### config.mk
export PLATFORM = sky130hd
export DESIGN_NAME = cmaint_ctrl
export DESIGN_NICKNAME = d
export VERILOG_FILES = /design/src/rtl/cmaint_pkg.sv /design/src/rtl/cmaint_regs.sv /design/src/rtl/cmaint_walker.sv /design/src/rtl/cmaint_irq.sv /design/src/rtl/cmaint_ctrl.sv
export SDC_FILE = /design/constraint.sdc
export NUM_CORES = 1
export LEC_CHECK = 0
export ABC_AREA = 1
export BUFFER_PORTS_ARGS = -buffer_cell sky130_fd_sc_hd__buf_2
export CAP_MARGIN = 20
export CORE_UTILIZATION = 27
export DETAILED_ROUTE_END_ITERATION = 6
export HOLD_SLACK_MARGIN = 0.05
export SLEW_MARGIN = 10
export SYNTH_ARGS = -nofsm -noshare
export SYNTH_HDL_FRONTEND = slang
export SYNTH_SLANG_ARGS = --single-unit
### constraint.sdc
create_clock -name clk -period 4.61 [get_ports clk]
set_input_delay 0 -clock clk [delete_from_list [all_inputs] [get_ports clk]]
set_output_delay 0 -clock clk [all_outputs]
set_load 0.05 [all_outputs]
### src/rtl/cmaint_pkg.sv
package cmaint_pkg;

  typedef enum logic [1:0] {
    WK_IDLE  = 2'd0,
    WK_FULL  = 2'd1,
    WK_RANGE = 2'd2
  } walk_st_t;

  // register word offsets
  localparam int REG_CTRL   = 0;
  localparam int REG_STAT   = 1;
  localparam int REG_IE     = 2;
  localparam int REG_CLR    = 3;
  localparam int REG_RSTART = 4;
  localparam int REG_REND   = 5;

  // control field positions
  localparam int CTL_EN    = 0;
  localparam int CTL_INV   = 1;
  localparam int CTL_CODE  = 8;
  localparam int CTL_START = 11;

  // sticky flag positions shared by status, enable and clear registers
  localparam int NFLAG = 3;
  localparam int FLAG_BIT [NFLAG] = '{1, 2, 4};
  localparam int FL_FDONE = 0;
  localparam int FL_ERR   = 1;
  localparam int FL_CDONE = 2;

  localparam logic [1:0] OP_INVAL = 2'b10;

endpackage

### src/rtl/cmaint_regs.sv
module cmaint_regs
  import cmaint_pkg::*;
#(
  parameter int LINE_AW = 28,
  parameter int RA_W    = 3
) (
  input  logic               clk,
  input  logic               rst_n,
  input  logic               bus_wen,
  input  logic [RA_W-1:0]    bus_addr,
  input  logic [31:0]        bus_wdata,
  output logic [31:0]        bus_rdata,
  input  logic               full_busy,
  input  logic               cmd_busy,
  input  logic               launch_full,
  input  logic               launch_cmd,
  input  logic [NFLAG-1:0]   flag_set,
  output logic               inv_go,
  output logic               start_go,
  output logic [2:0]         cmd_code,
  output logic [LINE_AW-1:0] rng_start,
  output logic [LINE_AW-1:0] rng_end,
  output logic [NFLAG-1:0]   flags,
  output logic [NFLAG-1:0]   irq_en
);

  logic               en_q, en_d;
  logic               inv_q, inv_d;
  logic               start_q, start_d;
  logic [2:0]         code_q, code_d;
  logic [NFLAG-1:0]   ie_q, ie_d;
  logic [NFLAG-1:0]   flg_q, flg_d;
  logic [LINE_AW-1:0] rs_q, re_q;

  logic wr_ctl, wr_ie, wr_clr, wr_rs, wr_re;
  logic quiet, code_ok, inv_acc, start_acc;
  logic unused_wdata;

  assign unused_wdata = ^{bus_wdata[31:12], bus_wdata[7:2]};

  always_comb begin
    wr_ctl = bus_wen && (bus_addr == RA_W'(REG_CTRL));
    wr_ie  = bus_wen && (bus_addr == RA_W'(REG_IE));
    wr_clr = bus_wen && (bus_addr == RA_W'(REG_CLR));
    wr_rs  = bus_wen && (bus_addr == RA_W'(REG_RSTART));
    wr_re  = bus_wen && (bus_addr == RA_W'(REG_REND));

    quiet     = !full_busy && !cmd_busy && !inv_q && !start_q;
    code_ok   = (bus_wdata[CTL_CODE+:3] == 3'b001) ||
                (bus_wdata[CTL_CODE+:3] == 3'b010) ||
                (bus_wdata[CTL_CODE+:3] == 3'b011);
    inv_acc   = wr_ctl && bus_wdata[CTL_INV] && en_q && quiet;
    start_acc = wr_ctl && bus_wdata[CTL_START] && en_q && quiet && code_ok;

    en_d = wr_ctl ? bus_wdata[CTL_EN] : en_q;

    inv_d = inv_q;
    if (launch_full)  inv_d = 1'b0;
    else if (inv_acc) inv_d = 1'b1;

    start_d = start_q;
    if (launch_cmd)     start_d = 1'b0;
    else if (start_acc) start_d = 1'b1;

    code_d = code_q;
    if (wr_ctl && !cmd_busy && !start_q) code_d = bus_wdata[CTL_CODE+:3];

    ie_d = ie_q;
    for (int i = 0; i < NFLAG; i++) begin
      if (wr_ie) ie_d[i] = bus_wdata[FLAG_BIT[i]];
      flg_d[i] = flag_set[i] | (flg_q[i] & ~(wr_clr & bus_wdata[FLAG_BIT[i]]));
    end
  end

  always_ff @(posedge clk or negedge rst_n) begin
    if (!rst_n) begin
      en_q    <= 1'b0;
      inv_q   <= 1'b0;
      start_q <= 1'b0;
      code_q  <= '0;
      ie_q    <= '0;
      flg_q   <= '0;
      rs_q    <= '0;
      re_q    <= '0;
    end else begin
      en_q    <= en_d;
      inv_q   <= inv_d;
      start_q <= start_d;
      code_q  <= code_d;
      ie_q    <= ie_d;
      flg_q   <= flg_d;
      if (wr_rs) rs_q <= bus_wdata[LINE_AW+3:4];
      if (wr_re) re_q <= bus_wdata[LINE_AW+3:4];
    end
  end

  always_comb begin
    bus_rdata = '0;
    case (bus_addr)
      RA_W'(REG_CTRL): begin
        bus_rdata[CTL_EN]       = en_q;
        bus_rdata[CTL_INV]      = inv_q;
        bus_rdata[CTL_CODE+:3]  = code_q;
        bus_rdata[CTL_START]    = start_q;
      end
      RA_W'(REG_STAT): begin
        bus_rdata[0] = full_busy;
        bus_rdata[3] = cmd_busy;
        for (int i = 0; i < NFLAG; i++) bus_rdata[FLAG_BIT[i]] = flg_q[i];
      end
      RA_W'(REG_IE): begin
        for (int i = 0; i < NFLAG; i++) bus_rdata[FLAG_BIT[i]] = ie_q[i];
      end
      RA_W'(REG_RSTART): bus_rdata = 32'({rs_q, 4'b0000});
      RA_W'(REG_REND):   bus_rdata = 32'({re_q, 4'b0000});
      default:           bus_rdata = '0;
    endcase
  end

  assign inv_go    = inv_q;
  assign start_go  = start_q;
  assign cmd_code  = code_q;
  assign rng_start = rs_q;
  assign rng_end   = re_q;
  assign flags     = flg_q;
  assign irq_en    = ie_q;

  // trigger and start bits are gone once the matching busy flag is up
  assert_inv_clears_R3: assert property (@(posedge clk) disable iff (!rst_n)
    $rose(full_busy) |-> !inv_q);
  assert_start_clears_R6: assert property (@(posedge clk) disable iff (!rst_n)
    $rose(cmd_busy) |-> !start_q);
  // code field frozen while a range pass runs
  assert_code_frozen_R5: assert property (@(posedge clk) disable iff (!rst_n)
    (cmd_busy && $past(cmd_busy)) |-> $stable(code_q));
  // a set event always lands, whatever the clear register says
  assert_set_wins_R12: assert property (@(posedge clk) disable iff (!rst_n)
    flag_set[FL_CDONE] |=> flg_q[FL_CDONE]);
  assert_err_sticky_R9: assert property (@(posedge clk) disable iff (!rst_n)
    flag_set[FL_ERR] |=> flg_q[FL_ERR]);

endmodule

### src/rtl/cmaint_walker.sv
module cmaint_walker
  import cmaint_pkg::*;
#(
  parameter int LINE_AW   = 28,
  parameter int NUM_LINES = 8
) (
  input  logic               clk,
  input  logic               rst_n,
  input  logic               inv_go,
  input  logic               start_go,
  input  logic [1:0]         op_code,
  input  logic [LINE_AW-1:0] rng_start,
  input  logic [LINE_AW-1:0] rng_end,
  output logic               launch_full,
  output logic               launch_cmd,
  output logic               full_busy,
  output logic               cmd_busy,
  output logic               fin_full,
  output logic               fin_cmd,
  output logic               err_evt,
  output logic               line_req,
  output logic [1:0]         line_op,
  output logic [LINE_AW-1:0] line_addr,
  input  logic               line_ack,
  input  logic               line_err
);

  localparam logic [LINE_AW-1:0] LAST_IDX = LINE_AW'(NUM_LINES - 1);

  walk_st_t           st_q, st_d;
  logic [LINE_AW-1:0] addr_q, addr_d;
  logic [LINE_AW-1:0] end_q, end_d;
  logic [1:0]         op_q, op_d;
  logic               hs, last;

  always_comb begin
    hs          = (st_q != WK_IDLE) && line_ack;
    last        = (st_q == WK_FULL) ? (addr_q == LAST_IDX) : (addr_q >= end_q);
    launch_full = (st_q == WK_IDLE) && inv_go;
    launch_cmd  = (st_q == WK_IDLE) && start_go && !inv_go;

    st_d   = st_q;
    addr_d = addr_q;
    end_d  = end_q;
    op_d   = op_q;

    case (st_q)
      WK_IDLE: begin
        if (launch_full) begin
          st_d   = WK_FULL;
          addr_d = '0;
          op_d   = OP_INVAL;
        end else if (launch_cmd) begin
          st_d   = WK_RANGE;
          addr_d = rng_start;
          end_d  = rng_end;
          op_d   = op_code;
        end
      end
      WK_FULL, WK_RANGE: begin
        if (hs) begin
          if (last) st_d = WK_IDLE;
          else      addr_d = addr_q + 1'b1;
        end
      end
      default: st_d = WK_IDLE;
    endcase

    fin_full = (st_q == WK_FULL) && hs && last;
    fin_cmd  = (st_q == WK_RANGE) && hs && last;
    err_evt  = hs && line_err && op_q[0];
  end

  always_ff @(posedge clk or negedge rst_n) begin
    if (!rst_n) begin
      st_q   <= WK_IDLE;
      addr_q <= '0;
      end_q  <= '0;
      op_q   <= '0;
    end else begin
      st_q   <= st_d;
      addr_q <= addr_d;
      end_q  <= end_d;
      op_q   <= op_d;
    end
  end

  assign full_busy = (st_q == WK_FULL);
  assign cmd_busy  = (st_q == WK_RANGE);
  assign line_req  = (st_q != WK_IDLE);
  assign line_op   = op_q;
  assign line_addr = addr_q;

  // an unacknowledged request keeps its address and op
  assert_req_hold_R7: assert property (@(posedge clk) disable iff (!rst_n)
    (line_req && !line_ack) |=> (line_req && $stable(line_addr) && $stable(line_op)));
  // range walk steps upward one line per acknowledge
  assert_ascend_R7: assert property (@(posedge clk) disable iff (!rst_n)
    (cmd_busy && line_ack && !fin_cmd) |=> (line_addr == $past(line_addr) + 1'b1));
  // full invalidation never cleans
  assert_full_op_R4: assert property (@(posedge clk) disable iff (!rst_n)
    full_busy |-> (line_op == OP_INVAL));
  assert_full_start_R4: assert property (@(posedge clk) disable iff (!rst_n)
    $rose(full_busy) |-> (line_addr == '0));

endmodule

### src/rtl/cmaint_irq.sv
module cmaint_irq
  import cmaint_pkg::*;
(
  input  logic [NFLAG-1:0] flags,
  input  logic [NFLAG-1:0] irq_en,
  output logic             irq
);

  logic [NFLAG-1:0] hit;

  for (genvar g = 0; g < NFLAG; g++) begin : g_src
    assign hit[g] = flags[g] & irq_en[g];
  end

  assign irq = |hit;

endmodule

### src/rtl/cmaint_ctrl.sv
module cmaint_ctrl
  import cmaint_pkg::*;
#(
  parameter int LINE_AW   = 28,
  parameter int NUM_LINES = 8,
  parameter int RA_W      = 3
) (
  input  logic               clk,
  input  logic               rst_n,
  input  logic               bus_wen,
  input  logic [RA_W-1:0]    bus_addr,
  input  logic [31:0]        bus_wdata,
  output logic [31:0]        bus_rdata,
  output logic               line_req,
  output logic [1:0]         line_op,
  output logic [LINE_AW-1:0] line_addr,
  input  logic               line_ack,
  input  logic               line_err,
  output logic               irq
);

  logic               full_busy, cmd_busy, launch_full, launch_cmd;
  logic               fin_full, fin_cmd, err_evt;
  logic               inv_go, start_go;
  logic [2:0]         cmd_code;
  logic [LINE_AW-1:0] rng_start, rng_end;
  logic [NFLAG-1:0]   flags, irq_en, flag_set;
  logic               unused_code;

  assign unused_code = cmd_code[2];

  always_comb begin
    flag_set           = '0;
    flag_set[FL_FDONE] = fin_full;
    flag_set[FL_ERR]   = err_evt;
    flag_set[FL_CDONE] = fin_cmd;
  end

  cmaint_regs #(.LINE_AW(LINE_AW), .RA_W(RA_W)) u_regs (
    .clk         (clk),
    .rst_n       (rst_n),
    .bus_wen     (bus_wen),
    .bus_addr    (bus_addr),
    .bus_wdata   (bus_wdata),
    .bus_rdata   (bus_rdata),
    .full_busy   (full_busy),
    .cmd_busy    (cmd_busy),
    .launch_full (launch_full),
    .launch_cmd  (launch_cmd),
    .flag_set    (flag_set),
    .inv_go      (inv_go),
    .start_go    (start_go),
    .cmd_code    (cmd_code),
    .rng_start   (rng_start),
    .rng_end     (rng_end),
    .flags       (flags),
    .irq_en      (irq_en)
  );

  cmaint_walker #(.LINE_AW(LINE_AW), .NUM_LINES(NUM_LINES)) u_walk (
    .clk         (clk),
    .rst_n       (rst_n),
    .inv_go      (inv_go),
    .start_go    (start_go),
    .op_code     (cmd_code[1:0]),
    .rng_start   (rng_start),
    .rng_end     (rng_end),
    .launch_full (launch_full),
    .launch_cmd  (launch_cmd),
    .full_busy   (full_busy),
    .cmd_busy    (cmd_busy),
    .fin_full    (fin_full),
    .fin_cmd     (fin_cmd),
    .err_evt     (err_evt),
    .line_req    (line_req),
    .line_op     (line_op),
    .line_addr   (line_addr),
    .line_ack    (line_ack),
    .line_err    (line_err)
  );

  cmaint_irq u_irq (
    .flags  (flags),
    .irq_en (irq_en),
    .irq    (irq)
  );

  // at most one pass runs at a time
  assert_one_pass_R6: assert property (@(posedge clk) disable iff (!rst_n)
    !(full_busy && cmd_busy));
  assert_irq_src_R11: assert property (@(posedge clk) disable iff (!rst_n)
    irq |-> (|flags));

endmodule

==> key figures <==
Worst setup path
  – Setup slack of the most critical reg-to-reg path: about 2.0 ns
  – Type of the setup path with the least slack: in2out
  – Kind of launch point of the worst setup path: primary input
  – Worst-path maximum fanout: 21
  – Reg-to-reg critical path startpoint: u_walk.line_addr[23]
  – Origin of the worst setup path: bus_addr[1]
  – CP arrival: ~2.8 ns
  – Endpoint type of the worst setup path: primary output
  – Data required time of the critical path: 4.61 ns

Logic synthesis
  – Net Count, Synth: just over 1000
  – Mean area per synthesized cell: approximately 7.7 sq um
  – Synth Flop Type: sky130_fd_sc_hd__dfrtp_1
  – Cell taking the most area after synthesis: sky130_fd_sc_hd__dfrtp_1
  – Top cells by area, synth: sky130_fd_sc_hd__dfrtp_1, sky130_fd_sc_hd__nand2_1, sky130_fd_sc_hd__o21ai_0
  – Yosys warns: 0
  – Post-synthesis register bit count: between 100 and 150
  – Async set-or-reset flop fraction in the synthesized netlist: between 90% and 100%
  – Share of the synthesized area in the top cell type: around 44%
  – Number of distinct library cells after synthesis: 42
  – Count of flip-flops with a built-in enable after synthesis: 0
  – Most frequent cell after synthesis: sky130_fd_sc_hd__nand2_1
  – Post-Syn Instances: approximately 960
  – Synth top cells by count: sky130_fd_sc_hd__nand2_1, sky130_fd_sc_hd__inv_1, sky130_fd_sc_hd__dfrtp_1
  – Post-synthesis sequential area ratio: a little over two fifths
  – Mapped Area: between 7000 and 8000 sq um

Clock network
  – CTS Root Cell: sky130_fd_sc_hd__clkbuf_16
  – Clock latency of the later-clocked register in the worst-skew pair: about 0.42 ns
  – Maximum level of the CTS H-tree: 4
  – Clock sinks: between 100 and 150
  – Total CTS buffers: 17
  – Post-CTS setup repair buffer count: 0
  – CTS tree: done
  – Largest buffer count on any clock path: 2
  – Register clock-pin slew on the reported worst setup and hold paths: around 0.06 ns

Floorplanning
  – Site Rows: 59
  – Die outline width: 166.9 microns
  – Die footprint: approximately 28000 sq um
  – Number of placed I/O pins: 104
  – Initial Util: approximately 28%
  – DIE HEIGHT: 166.9 microns
  – Placeable core region: about 26000 sq um

Power and ir drop
  – Static leakage: ~4.6 nW
  – Peak supply drop: approximately 0.00035 V
  – Power per cell area: between 600 and 700 nW/um^2

Place
  – Instance count after placement with tap cells included: approximately 1400
  – Buffers on Ports: just over 100
  – Half-perimeter wire length after detailed placement: around 16 mm
  – Routability Congestion: around 0.86

Global routing
  – Global-route wire length before repair: approximately 36 mm
  – Overflow after GRT: 0
  – Largest net degree at the start of global routing: 77
  – Total routing resource utilization after global routing: between 15 and 20%
  – Number of global-route vias before repair: 6376
  – Antenna violations before repair: 0

Route
  – Per-cell via count in the routed design: around 4.7
  – Total vias in the final route: about 6800
  – Avg WL per Cell: about 16 microns
  – Number of nets with antenna violations after detailed routing: 0
  – Number of design-rule violations left by the first detailed-router iteration: a little over 400
  – Number of iterations in the first detailed-routing pass: 5
  – DRC errors left: 0
  – DRT Wirelength: ~22 mm

Timing
  – Max-slew violations: 0
  – Final hold violation count: 0
  – Setup Viol. Count Final: 0
  – Largest clock skew in the final design: 0.008942 ns
  – Period utilisation layout: between 50% and 60%
  – Sum of negative setup slack: 0 ns
  – Maximum achievable frequency: 0.3638 GHz
  – Max-Slew Margin vs Limit: between 30% and 40%
  – Min Clock Period, post-route: approximately 2.7 ns
  – Setup repair after global routing missed its margin: no
  – Actual slew at the worst max-slew pin: 0.9470 ns

Finish
  – Share of final-layout standard cells stronger than drive strength 1: ~15%
  – Area used by multi-input combinational logic: approximately 3400 sq um
  – Count of nets after finishing: about 1200
  – Antenna diodes: 0
  – Growth of design area from synthesis to finish: 24.71%
  – Number of standard cells in the layout, taps in and fillers out: around 1400
  – Filler instances: 2713
  – Flip-flop and latch area: ~3200 sq um

Run status
  – Status: finished clean

Min path
  – Worst min-delay path category: in2reg
  – Startpoint of the lowest-slack hold path: bus_addr[0]

Flow run
  – MaxCap Viol Count: 0
## cells in the final DEF, fill, tap and decap left out, types with 9 or more instances in the layout
cell type                       netlist  final
sky130_fd_sc_hd__nand2_1            284    284
sky130_fd_sc_hd__inv_1              139    139
sky130_fd_sc_hd__dfrtp_1            128    128
sky130_fd_sc_hd__o21ai_0            127    127
sky130_fd_sc_hd__buf_2                7    101
sky130_fd_sc_hd__nand3_1             52     52
sky130_fd_sc_hd__dlygate4sd3_1        0     41
sky130_fd_sc_hd__nor2_1              32     32
sky130_fd_sc_hd__ha_1                32     32
sky130_fd_sc_hd__nor3_1              19     18
sky130_fd_sc_hd__clkbuf_16            0     17
sky130_fd_sc_hd__a21oi_1             15     15
sky130_fd_sc_hd__xor2_1              15     15
sky130_fd_sc_hd__o21ai_1             10     10
sky130_fd_sc_hd__o22ai_1              9      9
sky130_fd_sc_hd__buf_4                1      9
## registers in the layout, summed over array words and instances, names as in the netlist, 2 cells and up
name,count
u_regs.cmd_code,3
u_walk.line_addr,28
u_regs.rng_start,28
u_regs.flags,3
u_regs.rng_end,28
u_regs.irq_en,3
u_walk.end_q,28
u_walk.line_op,2
u_walk.st_q,2
## power by group
part           switching [mW]  total, mW  internal (mW)
Combinational            1.80       2.55          0.755
Sequential              0.347       1.81           1.47
Clock                   0.501       1.41          0.906
Total                    2.65       5.77           3.13
## what timing repair did
action / 4_1_cts / 5_1_grt
hold endpoints to repair: 144 / 0
hold buffers: 41 / 0
gates resized for setup: 0 / 0
## per-stage QoR
step           setup slack (ns)  total power, mW  util [%]  instance area [sq um]  hold WS, ns
6_report                  1.861            5.774     34.72                   9151      0.07694
5_1_grt                   1.735            6.193     34.72                   9151       0.1389
4_1_cts                   1.763            5.752     34.54                   9104      0.06511
3_5_place_dp              1.817            4.297     30.68                   8087       0.2374
3_3_place_gp              1.865            4.258     30.66                   8079       0.2331
2_1_floorplan             2.426            3.699         -                   7338      -0.2956
## cell families after synthesis
kind of cell               Yosys count  synth area share [%]
AOI/OAI and AO/OA                  182                 13.64
xor gates and xnor gates            17                 2.029
adders and majority gates           32                 5.456
buffers and inverters              181                 10.79
DFF                                128                 43.65
and+or+nand+nor                    417                 24.43
## layer usage
| metal | share of wire [%] | track usage (%) |
|---|---|---|
| met1 | 49 | 23.61 |
| met2 | 45 | 25.74 |
| met3 | 4.1 | 2.804 |
| met4 | 1.3 | 4.428 |
| met5 | 0 | 0 |
## layout make-up
cell class                 count  area share [%]
inverter                     143           5.865
clock inverter                12           1.832
clock buffer                  18           4.799
timing repair buffer         153           11.27
multi-input combinational    648           36.66
sequential                   128           35.00
tap                          335           4.580
## worst max-delay path, cell delays in order
cell and delay (ns):
sky130_fd_sc_hd__dlygate4sd3_1 0.52, sky130_fd_sc_hd__buf_2 0.15, sky130_fd_sc_hd__nor2_2 0.41, sky130_fd_sc_hd__nand2_1 0.71, sky130_fd_sc_hd__o21ai_0 0.60, sky130_fd_sc_hd__buf_2 0.35
## final timing paths
kind,end,depth (start not counted)
min in group asynchronous,u_regs.rng_start[3],2
min,u_regs.irq_en[2],4
max reg2reg,u_walk.line_addr[5],13
max in group asynchronous,u_regs.en_q,4
max,bus_rdata[17],6
min reg2reg,u_regs.rng_start[26],2
No activity file was read; power rests on OpenSTA's default activity.
